==> src/rtl/jur_pkg.sv <==
package jur_pkg;
  localparam int unsigned JUR_ADDR_W = 2;
  localparam int unsigned JUR_DATA_W = 4;
  localparam int unsigned JUR_SYNC_STAGES = 2;

  typedef enum logic [0:0] {
    UPD_IDLE = 1'b0,
    UPD_HELD = 1'b1
  } upd_state_e;
endpackage

==> src/rtl/jur_rst_sync.sv <==
module jur_rst_sync #(
  parameter int unsigned STAGES = 2
) (
  input  logic clk,
  input  logic arst_n,
  output logic srst_n
);
  logic [STAGES-1:0] stage_q;
  logic [STAGES-1:0] stage_n;

  always_comb begin
    stage_n = {stage_q[STAGES-2:0], 1'b1};
  end

  always_ff @(posedge clk or negedge arst_n) begin
    if (!arst_n) stage_q <= '0;
    else         stage_q <= stage_n;
  end

  assign srst_n = stage_q[STAGES-1];
endmodule

==> src/rtl/jur_shift_chain.sv <==
module jur_shift_chain #(
  parameter int unsigned WIDTH = 6
) (
  input  logic             clk,
  input  logic             rst_n,
  input  logic             adv,
  input  logic             ser_in,
  output logic [WIDTH-1:0] frame_q,
  output logic             ser_out
);
  logic [WIDTH-1:0] frame_n;

  // New bits enter at the top, the bit at index 0 leaves first.
  always_comb begin
    frame_n = frame_q;
    if (adv) frame_n = {ser_in, frame_q[WIDTH-1:1]};
  end

  always_ff @(posedge clk or negedge rst_n) begin
    if (!rst_n) frame_q <= '0;
    else        frame_q <= frame_n;
  end

  assign ser_out = frame_q[0];
endmodule

==> src/rtl/jur_update_ctl.sv <==
module jur_update_ctl
  import jur_pkg::*;
#(
  parameter int unsigned ADDR_W = 2,
  parameter int unsigned DATA_W = 4
) (
  input  logic                     clk,
  input  logic                     rst_n,
  input  logic                     sel,
  input  logic                     update,
  input  logic [ADDR_W+DATA_W-1:0] frame,
  output logic                     wr_en,
  output logic [ADDR_W-1:0]        wr_addr,
  output logic [DATA_W-1:0]        wr_data
);
  localparam int unsigned FRAME_W = ADDR_W + DATA_W;

  upd_state_e          state_q, state_n;
  logic                wr_en_n;
  logic [ADDR_W-1:0]   addr_n;
  logic [DATA_W-1:0]   data_n;
  logic                strobe;

  assign strobe = update & sel;

  always_comb begin
    state_n = state_q;
    wr_en_n = 1'b0;
    addr_n  = wr_addr;
    data_n  = wr_data;
    unique case (state_q)
      UPD_IDLE: begin
        if (strobe) begin
          wr_en_n = 1'b1;
          addr_n  = frame[FRAME_W-1:DATA_W];
          data_n  = frame[DATA_W-1:0];
          state_n = UPD_HELD;
        end
      end
      UPD_HELD: begin
        if (!strobe) state_n = UPD_IDLE;
      end
      default: state_n = UPD_IDLE;
    endcase
  end

  always_ff @(posedge clk or negedge rst_n) begin
    if (!rst_n) begin
      state_q <= UPD_IDLE;
      wr_en   <= 1'b0;
      wr_addr <= '0;
      wr_data <= '0;
    end else begin
      state_q <= state_n;
      wr_en   <= wr_en_n;
      wr_addr <= addr_n;
      wr_data <= data_n;
    end
  end
endmodule

==> src/rtl/jur_regfile.sv <==
module jur_regfile #(
  parameter int unsigned ADDR_W = 2,
  parameter int unsigned DATA_W = 4
) (
  input  logic                             clk,
  input  logic                             rst_n,
  input  logic                             we,
  input  logic [ADDR_W-1:0]                waddr,
  input  logic [DATA_W-1:0]                wdata,
  output logic [(1<<ADDR_W)*DATA_W-1:0]    dump
);
  localparam int unsigned DEPTH = 1 << ADDR_W;

  for (genvar gi = 0; gi < DEPTH; gi++) begin : g_entry
    logic              ent_we;
    logic [DATA_W-1:0] ent_q;
    logic [DATA_W-1:0] ent_n;

    always_comb begin
      ent_we = we && (waddr == ADDR_W'(gi));
      ent_n  = ent_we ? wdata : ent_q;
    end

    always_ff @(posedge clk or negedge rst_n) begin
      if (!rst_n) ent_q <= '0;
      else        ent_q <= ent_n;
    end

    assign dump[gi*DATA_W +: DATA_W] = ent_q;
  end
endmodule

==> src/rtl/jtag_uport_regfile.sv <==
module jtag_uport_regfile
  import jur_pkg::*;
#(
  parameter int unsigned ADDR_W = JUR_ADDR_W,
  parameter int unsigned DATA_W = JUR_DATA_W
) (
  input  logic                          dr_clk,
  input  logic                          tap_rst_n,
  input  logic                          port_sel,
  input  logic                          shift_en,
  input  logic                          update_en,
  input  logic                          tdi,
  output logic                          tdo,
  output logic [ADDR_W-1:0]             wr_addr,
  output logic [DATA_W-1:0]             wr_data,
  output logic                          wr_en,
  output logic [(1<<ADDR_W)*DATA_W-1:0] rf_dump
);
  localparam int unsigned FRAME_W = ADDR_W + DATA_W;

  logic               rst_n;
  logic               chain_adv;
  logic [FRAME_W-1:0] chain_q;

  jur_rst_sync #(.STAGES(JUR_SYNC_STAGES)) u_rst (
    .clk    (dr_clk),
    .arst_n (tap_rst_n),
    .srst_n (rst_n)
  );

  assign chain_adv = shift_en & port_sel;

  jur_shift_chain #(.WIDTH(FRAME_W)) u_chain (
    .clk     (dr_clk),
    .rst_n   (rst_n),
    .adv     (chain_adv),
    .ser_in  (tdi),
    .frame_q (chain_q),
    .ser_out (tdo)
  );

  jur_update_ctl #(.ADDR_W(ADDR_W), .DATA_W(DATA_W)) u_upd (
    .clk     (dr_clk),
    .rst_n   (rst_n),
    .sel     (port_sel),
    .update  (update_en),
    .frame   (chain_q),
    .wr_en   (wr_en),
    .wr_addr (wr_addr),
    .wr_data (wr_data)
  );

  jur_regfile #(.ADDR_W(ADDR_W), .DATA_W(DATA_W)) u_rf (
    .clk   (dr_clk),
    .rst_n (rst_n),
    .we    (wr_en),
    .waddr (wr_addr),
    .wdata (wr_data),
    .dump  (rf_dump)
  );
endmodule

==> config.mk <==
export PLATFORM = sky130hd
export DESIGN_NAME = jtag_uport_regfile
export DESIGN_NICKNAME = d
export VERILOG_FILES = /design/src/rtl/jur_pkg.sv /design/src/rtl/jur_rst_sync.sv /design/src/rtl/jur_shift_chain.sv /design/src/rtl/jur_update_ctl.sv /design/src/rtl/jur_regfile.sv /design/src/rtl/jtag_uport_regfile.sv
export SDC_FILE = /design/constraint.sdc
export NUM_CORES = 1
export LEC_CHECK = 0
export BUFFER_PORTS_ARGS = -buffer_cell sky130_fd_sc_hd__buf_2
export CELL_PAD_IN_SITES_DETAIL_PLACEMENT = 2
export CELL_PAD_IN_SITES_GLOBAL_PLACEMENT = 2
export CORE_MARGIN = 2
export CORE_UTILIZATION = 35
export DETAILED_ROUTE_END_ITERATION = 8
export PLACE_DENSITY = 0.83
export SYNTH_ARGS = -nofsm -noshare
export SYNTH_HDL_FRONTEND = slang
export SYNTH_SLANG_ARGS = --single-unit
==> constraint.sdc <==
create_clock -name dr_clk -period 1.1 [get_ports dr_clk]
set_input_delay 0.165 -clock dr_clk [delete_from_list [all_inputs] [get_ports dr_clk]]
set_output_delay 0.165 -clock dr_clk [all_outputs]
set_load 0.005 [all_outputs]
== Word-level counts from Yosys, hierarchy flattened ==
Cells that the tools add are included.

* Memories: 0
* Output and inout port bits: 24
* Memory bits (writable): 0
* Bits of input ports: 6
* Flip-flop bits (word level): 32
* Bits in read-only memories: 0
* Latch bits: 0
* Logic and storage cells: 24

* Reduce and logical (&&, ||, !) cells: 6
* Equal/unequal tests: 3
* Add/subtract/negate cells: 0
* $lt $le $gt $ge: 0
* Divide/modulo/power cells: 0
* Muxes and demuxes: 2
* Bitwise gates (word level): 3
* Shift operators: 0
* Multiply operators: 0

{| class="wikitable"
|+ Operators by type and width
! kind !! count
|-
| 2-bit equality test, second input constant || 2
|-
| 1-bit logical AND || 4
|-
| 1-bit bitwise AND || 2
|-
| 2-bit by 1-bit equality test with 1-bit output, second input constant || 1
|-
| 2-bit logical NOT || 1
|-
| 1-bit two-way mux || 2
|-
| 2-bit AND reduction || 1
|-
| 1-bit inverter || 1
|}

== Longest topological paths before layout ==
Gate-level depths: netlist of run 1.

* Depth in word-level cells: 3
* Mapped depth: 2
* Gate-level depth less buffers: 2

== Modules after synthesis ==
From an unflattened synthesis of run 1, not the netlist that was laid out.

* Cell total of the unflattened synthesis: 71
* Area, all modules: 1237.4 µm²

{| class="wikitable"
|+ By module, submodules not included
! module !! sequential area each (µm²) !! area an instance (µm²) !! cells an instance !! instances
|-
| jur_regfile || 400.4 || 619.3 || 36 || 1
|-
| jur_update_ctl || 200.2 || 299.0 || 17 || 1
|-
| jur_shift_chain || 150.1 || 259.0 || 14 || 1
|-
| jur_rst_sync || 50.0 || 53.8 || 3 || 1
|-
| jtag_uport_regfile || 0.0 || 6.3 || 1 || 1
|}

== Least setup slack after synthesis of run 1 ==
No wires, ideal clock.

* Path kind: register -> register
* From: register u_upd.wr_addr[0]
* To: register u_rf.g_entry[0].ent_q[0]
* Required time: 0.975 ns
* Stages on the path, launching flop included: 3
* Arrival: 1.043 ns
* Library setup time: 0.125 ns
* Path buffers: 0
* Period minus slack after synthesis: 1.168 ns
* Path slack: -0.068 ns
* Cell sequence: dfrtp_1 -> nor3b_4 -> mux2_2

* Word-level cells in the longest chain between the ends: 2

{| class="wikitable"
|+ Ends and longest elaborated chain
! what !! line !! RTL
|-
| start, declared || jur_update_ctl.sv:13 || <nowiki>output logic [ADDR_W-1:0] wr_addr,</nowiki>
|-
| start signal, assigned || jur_update_ctl.sv:56 || <nowiki>wr_addr <= addr_n;</nowiki>
|-
| 2-bit logical NOT || jur_regfile.sv:20 || <nowiki>ent_we = we && (waddr == ADDR_W'(gi));</nowiki>
|-
| 1-bit logical AND || jur_regfile.sv:20 ||
|-
| end signal, assigned || jur_regfile.sv:26 || <nowiki>else ent_q <= ent_n;</nowiki>
|-
| end, declared || jur_regfile.sv:16 || <nowiki>logic [DATA_W-1:0] ent_q;</nowiki>
|}

No other way between the ends.
A chain may end at the register's enable or synchronous reset.

== Final worst setup path of run 1 ==
* From: register u_upd.wr_addr[1]
* To: register u_rf.g_entry[0].ent_q[1]

The elaborated chain is that of the path after synthesis.

==> results_dict.tcl, run 1 <==
set metrics [dict create \
    status "finished, violations left" \
    failed_checks "negative setup slack" \
    end_kind "flip-flop" \
    final_cells 161 \
    antenna_found_initial 0 \
    finalSetupViolCount 18 \
    clkLatencyLatePin_ps 330 \
    fp.dieW_um 62.1 \
    startpoint_type "flip-flop" \
    final_nets 120 \
    min_path_type "input pin to flip-flop" \
    maxCapViolCount 0 \
    slew_viol_final 0 \
    cts_tree "yes" \
    dp_hpwl_um 2030 \
    start_util 0.359 \
    post-route-util 0.465 \
    cts_sinks 32 \
    period_share 1.10 \
    final_cell_mix "mux2_2, dfrtp_1, buf_2" \
    powerDensity_nw_per_um2 2530 \
    p_leak_uw 0.000752 \
    viasPerCell 4.52 \
    ir_drop_v 0.000795 \
    nFillCells 329 \
    grt_pass1_wl_um 4110 \
    syn_inst 69 \
    power_uw 3860 \
    core-area_um2 3280 \
    syn2layout_area_growth_pct 29.5 \
    avgSynthCellArea_um2 17.1 \
    ys_seq_elements 32 \
    pre_cts_ws_ps -146 \
    syn_nets 75 \
    io_buffer_count 29 \
    crit_arrival_ps 1430 \
    dp.cells 148 \
    post-route-drc-count 0 \
    yosysSeqAreaShare 0.679 \
    drt_pre_antenna_iters 4 \
    rsz0062_at_grt "yes" \
    hold_violations 0 \
    grt_max_degree 31 \
    yosysUniqueCellTypes 9 \
    cts.path.max_buffers 2 \
    io_pins 30 \
    register_area_um2 806 \
    finalWorstSetupSlack_ps -113 \
    drive_gt1_frac 0.661 \
    rows 21 \
    cts-root-buf "clkbuf_4" \
    max_freq_ghz 0.824 \
    path_class "flip-flop to flip-flop" \
    netlist_area_um2 1180 \
    grt_pass1_vias 798 \
    cts_made_buffers 5 \
    track_usage 0.164 \
    die_h_um 62.1 \
    cts.clk_slew.worst_paths_ps 110 \
    yosysWarnings 0 \
    critical_path.max_fanout 5 \
    overflow 0 \
    diodes 0 \
    placed_area_um2 1410 \
    via_count 728 \
    first_iter_violations 8 \
    h-tree-depth 2 \
    fin_area_um2 1530 \
    routed_wl_um 2690 \
    clock_skew_ps 17.5 \
    period_minus_slack_ps 1210 \
    worstPathRequired_ps 1310 \
    multi_input_area_um2 375 \
    die_area_um2 3850 \
    routedWlPerCell_um 16.7 \
    place_congestion 0.749 \
    final_antenna_net_count 0 \
]
Yosys cell counts (all sizes together):
cell type | number | area (µm²)
and2 | 1 | 6.26
conb | 1 | 3.75
dfrtp | 32 | 801
inv | 1 | 3.75
mux2 | 28 | 315
nand2 | 1 | 3.75
nand3 | 1 | 5.00
nand3b | 3 | 22.5
nor3b | 1 | 18.8
cell families after synthesis:
| group | after synthesis | synth area share |
|---|---|---|
| flops | 32 | 0.679 |
| mux | 28 | 0.267 |
| simple gates | 7 | 0.0477 |
| buf+inv | 1 | 0.00318 |
| other cells | 1 | 0.00318 |
worst max-delay path: stages, from the launching register on:
cell and delay (ps):
dfrtp_2 460, nor3b_4 270, mux2_2 370
metal layers:
metal  part of all wire  wire (µm)  up-vias  global-route usage
met4              0.010         27        0              0.0821
li1                   -          -      331                   -
met2               0.59       1590       19               0.296
met3              0.033         88        2              0.0621
met5                  0          0        -                   0
met1               0.36        980      376               0.161
power breakdown:
group / leakage, µW / internal [µW] / switching [µW]
Clock: 0.0000293 / 249 / 385
Combinational: 0.000332 / 782 / 505
Sequential: 0.000391 / 1640 / 300
flip-flops by register name, summed over array words and instances (netlist names):
signal and cells:
u_upd.wr_data 4, u_upd.wr_addr 2, u_upd.wr_en 1, u_rf.g_entry.ent_q 16
u_chain.frame_q 6, u_upd.state_q 1, u_rst.stage_q 2
timing repair:
| item | 4_1_cts | 5_1_grt |
|---|---|---|
| hold endpoints to repair | 2 | 0 |
| endpoints found under the setup margin | 22 | 25 |
| pin swaps | 0 | 1 |
| hold buffers | 1 | 0 |
| resized for setup | 5 | 2 |
| buffers inserted | 4 | 0 |
metrics by stage:
| stage | TNS, ps | hold WS, ps |
|---|---|---|
| 2_1_floorplan | -232 | -131 |
| 3_3_place_gp | -927 | -50.1 |
| 3_5_place_dp | -1590 | -41.3 |
| 4_1_cts | -2000 | 59.7 |
| 5_1_grt | -2890 | 59.1 |
| 6_report | -1680 | 77.1 |
path summary, 6_finish.rpt:
kind,start,to,slack [ps],cells past startpoint
worst max-delay path,u_upd.wr_addr[1],u_rf.g_entry[0].ent_q[1],-110,2
worst min-delay path,tdi,u_chain.frame_q[5],80,2
worst max register to register,u_upd.wr_addr[1],u_rf.g_entry[0].ent_q[1],-110,2
worst min register to register,u_rst.stage_q[1],u_upd.wr_addr[1],260,1
max in group asynchronous,u_rst.stage_q[1],u_upd.wr_addr[0],530,1
min in group asynchronous,tap_rst_n,u_rst.stage_q[0],170,2
final cells by class:
class	count	share of cell area
inverter	1	0.00246
timing repair buffer	38	0.154
clock buffer	7	0.0295
multi-input combinational	36	0.246
tap	46	0.0377
sequential	32	0.527
clock inverter	1	0.00328
Power figures use the tool's default switching activity.
==> run 2: changes to the inputs <==
- RECOVER_POWER: unset -> 100
==> results_dict.tcl, run 2 (synthesis gave the netlist of run 1 again) <==
set metrics [dict create \
    status "finished, violations left" \
    failed_checks "negative setup slack" \
    io_pins 30 \
    ir_drop_v 0.000795 \
    final_antenna_net_count 0 \
    die_area_um2 3850 \
    holdWs_ps 77.1 \
    dp_hpwl_um 2030 \
    clkLatencyLatePin_ps 330 \
    diodes 0 \
    cp_num_buf_inv 0 \
    period_share 1.10 \
    slew_viol_final 0 \
    syn2layout_area_growth_pct 27.8 \
    pre_cts_ws_ps -146 \
    path_class "flip-flop to flip-flop" \
    period_minus_slack_ps 1210 \
    cts.clk_slew.worst_paths_ps 110 \
    r2r_start "u_upd.wr_addr[1]" \
    critical-path-max-stage-delay_ps 460 \
    end_kind "flip-flop" \
    routed_wl_um 2710 \
    cp_cell_sequence "nor3b_4 > mux2_2" \
    via_count 728 \
    endpoint "u_rf.g_entry[0].ent_q[1]" \
    finalWorstSetupSlack_ps -114 \
    hold_violations 0 \
    p_leak_uw 0.000704 \
    worstMarginPinSlew_ps 720 \
    cts_made_buffers 5 \
    place_congestion 0.749 \
    routedWlPerCell_um 16.8 \
    worstPathRequired_ps 1310 \
    final_cell_mix "mux2_2, dfrtp_1, clkbuf_1" \
    io_buffer_count 29 \
    dp.cells 148 \
    post-route-drc-count 0 \
    critical_path.max_fanout 5 \
    grt_pass1_vias 798 \
    fp.dieW_um 62.1 \
    cts_tree "yes" \
    timing.slew.headroom 0.520 \
    viasPerCell 4.52 \
    rows 21 \
    r2r-end "u_rf.g_entry[0].ent_q[1]" \
    reg.largest.list "u_rf.g_entry.ent_q x16, u_chain.frame_q x6, u_upd.wr_data x4" \
    antenna_found_initial 0 \
    max_freq_ghz 0.824 \
    crit_slowest_cell "dfrtp_2" \
    finalSetupViolCount 18 \
    start_util 0.359 \
    grt_max_degree 31 \
    final_nets 120 \
    final_cells 161 \
    die_h_um 62.1 \
    grt_pass1_wl_um 4110 \
    min_path_type "input pin to flip-flop" \
    drt_pre_antenna_iters 4 \
    rsz0062_at_grt "yes" \
    top_register "u_rf.g_entry.ent_q" \
    largest_register_ffs 16 \
    crit_family "flip-flops" \
    cp.depth 2 \
    first_iter_violations 8 \
    maxCapViolCount 0 \
    h-tree-depth 2 \
    crit_arrival_ps 1430 \
    overflow 0 \
    cts.path.max_buffers 2 \
    clock_skew_ps 17.5 \
    power_uw 3820 \
    crit_path_start "u_upd.wr_addr[1]" \
    drive_gt1_frac 0.539 \
    reg2regPathDepth 2 \
    core-area_um2 3280 \
    powerDensity_nw_per_um2 2530 \
    reg2reg_slack_ps -110 \
    startpoint_type "flip-flop" \
    cts_sinks 32 \
    cts-root-buf "clkbuf_4" \
    track_usage 0.164 \
]
-- run 2: cell types whose count changed in the layout (fill, tap and decap cells not counted), sizes merged --
cell    change
buf        -15
clkbuf     +15
-- run 2: worst min-delay path by stage --
stage / start / endpoint / slack [ps] / cells past startpoint
floorplan: tap_rst_n / u_rst.stage_q[0] / -130 / 0
global placement: tap_rst_n / u_rst.stage_q[0] / -50 / 1
detailed placement: tap_rst_n / u_rst.stage_q[0] / -40 / 1
CTS: tdi / u_chain.frame_q[5] / 60 / 2
global route: tdi / u_chain.frame_q[5] / 60 / 2
finish: tdi / u_chain.frame_q[5] / 80 / 2
-- run 2: per-layer routing --
layer	up-vias	share of wire	global-route usage
met1	376	0.37	0.161
met2	19	0.59	0.296
met3	2	0.034	0.0621
met4	0	0.010	0.0821
li1	331	-	-
met5	-	0	0
-- run 2: per-stage QoR --
step | instance area (µm²) | setup TNS [ps] | util
6_report | 1510 | -1700 | 0.459
5_1_grt | 1510 | -2930 | 0.459
4_1_cts | 1520 | -2000 | 0.462
3_5_place_dp | 1410 | -1590 | 0.430
3_3_place_gp | 1410 | -927 | 0.430
2_1_floorplan | 1180 | -232 | -
-- run 2: final cells by class --
cell class	count	area, µm²
Clock buffer	7	45.0
Clock inverter	1	5.00
Fill cell	338	1780
Inverter	1	3.75
Multi-Input combinational cell	36	375
Sequential cell	32	806
Tap cell	46	57.6
Timing Repair Buffer	38	215
-- run 2: what timing repair did --
item                                    CTS  global route
hold buffers                              1             0
pin swaps                                 0             1
buffers inserted                          4             0
endpoints found under the setup margin   22            25
gates resized for setup                   5             2
hold endpoints to repair                  2             0
-- run 2: power by group --
group / switching [µW] / internal (µW) / leakage [µW]
logic: 507 / 728 / 0.000284
clock network: 385 / 249 / 0.0000293
registers: 307 / 1640 / 0.000391
==> run 3: changes to the inputs <==
- CORE_MARGIN: 2 -> unset
==> results_dict.tcl, run 3 (synthesis gave the netlist of run 1 again) <==
set metrics [dict create \
    die_h_um 60.1 \
    h-tree-depth 2 \
    holdWs_ps 73.3 \
    powerDensity_nw_per_um2 2560 \
    reg.largest.list "u_rf.g_entry.ent_q x16, u_chain.frame_q x6, u_upd.wr_data x4" \
    diodes 0 \
    grt_max_degree 24 \
    overflow 0 \
    io_pins 30 \
    place_congestion 0.694 \
    hold_end "u_chain.frame_q[5]" \
    final_cell_mix "dfrtp_1, mux2_2, buf_2" \
    clkLatencyLatePin_ps 320 \
    finalWorstSetupSlack_ps -170 \
    syn2layout_area_growth_pct 33.7 \
    critical-path-max-stage-delay_ps 470 \
    startpoint_type "flip-flop" \
    drt_pre_antenna_iters 2 \
    p_leak_uw 0.000750 \
    clock_skew_ps 6.32 \
    crit_slowest_cell "dfrtp_2" \
    start_util 0.377 \
    cts_sinks 32 \
    core-area_um2 3130 \
    post-route-drc-count 0 \
    rsz0062_at_grt "yes" \
    via_count 757 \
    path_class "flip-flop to flip-flop" \
    r2r-end "u_rf.g_entry[2].ent_q[1]" \
    drive_gt1_frac 0.588 \
    die_area_um2 3610 \
    largest_register_ffs 16 \
    slew_viol_final 0 \
    status "finished, violations left" \
    holdPathStages 2 \
    wl_met3_um 112 \
    reg2reg_slack_ps -170 \
    first_iter_violations 19 \
    final_antenna_net_count 0 \
    end_kind "flip-flop" \
    viasPerCell 4.64 \
    ir_drop_v 0.000984 \
    r2r_start "u_upd.wr_addr[0]" \
    failed_checks "negative setup slack" \
    cts_made_buffers 5 \
    period_share 1.15 \
    grt_pass1_vias 875 \
    reg2regPathDepth 2 \
    antenna_found_initial 0 \
    period_minus_slack_ps 1270 \
    rows 20 \
    min_from "tdi" \
    timing.slew.headroom 0.630 \
    cts.clk_slew.worst_paths_ps 90 \
    top_register "u_rf.g_entry.ent_q" \
    grt_pass1_wl_um 4530 \
    max_freq_ghz 0.787 \
    final_nets 124 \
    drt-met1-wl_um 1110 \
    min_path_type "input pin to flip-flop" \
    routed_wl_um 2790 \
    cp_cell_sequence "nand3b_1 > mux2_2" \
    critical_path.max_fanout 5 \
    tns_ps -2130 \
    final_common_cell "dfrtp_1" \
    io_buffer_count 29 \
    top_layer "met4" \
    hold_violations 0 \
    fp.dieW_um 60.1 \
    finalSetupViolCount 19 \
    routedWlPerCell_um 17.1 \
    cts_tree "yes" \
    maxCapViolCount 0 \
    nFillCells 322 \
    worstMarginPinSlew_ps 555 \
    track_usage 0.187 \
    cts-root-buf "clkbuf_4" \
    route.met2.wl_um 1510 \
    crit_arrival_ps 1470 \
    power_uw 4040 \
    post-route-util 0.504 \
    dp_hpwl_um 1790 \
    worstPathRequired_ps 1300 \
    cts.path.max_buffers 2 \
]
-- run 3: cell count changes in the layout (fill, tap and decap cells not counted), sizes merged --
cell,before,now
buf,22,28
clkbuf,22,21
clkinv,1,0
-- run 3: worst max path at each step --
| stage | slack (ps) | endpoint | cells past startpoint | startpoint |
|---|---|---|---|---|
| CTS | -160 | u_rf.g_entry[1].ent_q[2] | 2 | u_upd.wr_addr[1] |
| global route | -190 | u_rf.g_entry[2].ent_q[1] | 2 | u_upd.wr_addr[0] |
| global placement | -70 | u_rf.g_entry[2].ent_q[3] | 2 | u_upd.wr_addr[0] |
| floorplan | -60 | u_rf.g_entry[0].ent_q[0] | 2 | u_upd.wr_addr[1] |
| detailed placement | -120 | u_rf.g_entry[0].ent_q[2] | 2 | u_upd.wr_addr[1] |
| finish | -170 | u_rf.g_entry[2].ent_q[1] | 2 | u_upd.wr_addr[0] |
-- run 3: report_power, final --
part           leakage, µW  internal, µW  switching (µW)
Clock            0.0000386           376             364
Combinational     0.000322           794             534
Sequential        0.000389          1640             326
-- run 3: layout make-up --
| cell class | instances | area [µm²] | share of cell area |
|---|---|---|---|
| sequential | 32 | 807 | 0.511 |
| inverter | 1 | 3.75 | 0.00238 |
| timing repair buffer | 42 | 253 | 0.160 |
| multi-input combinational | 36 | 390 | 0.247 |
| tap | 44 | 55.1 | 0.0349 |
| clock buffer | 8 | 68.8 | 0.0436 |
-- run 3: worst max-delay path, delay by kind of cell, from the launching register on --
| family | cells | cell delay (ps) |
|---|---|---|
| flops | 1 | 470 |
| mux | 1 | 360 |
| simple gates | 1 | 330 |
-- run 3: timing repair --
item | in CTS | in global routing
endpoints found under the hold margin | 2 | 0
setup buffers | 6 | 0
pin swaps | 1 | 1
setup endpoints to repair | 23 | 24
resized for setup | 11 | 3
hold buffers | 1 | 0
-- run 3: stage by stage --
| step | setup slack (ps) | area, µm² | cells |
|---|---|---|---|
| floorplan | -58.1 | 1180 | 69 |
| global placement | -68.4 | 1430 | 148 |
| detailed placement | -119 | 1430 | 148 |
| CTS | -157 | 1590 | 163 |
| global route | -188 | 1580 | 163 |
| finish | -170 | 1580 | 163 |
-- run 3: routing by layer --
| metal | vias up | global-route usage |
|---|---|---|
| met2 | 24 | 0.330 |
| met5 | - | 0 |
| met3 | 5 | 0.0541 |
| met1 | 386 | 0.201 |
| met4 | 0 | 0.0963 |
| li1 | 342 | - |
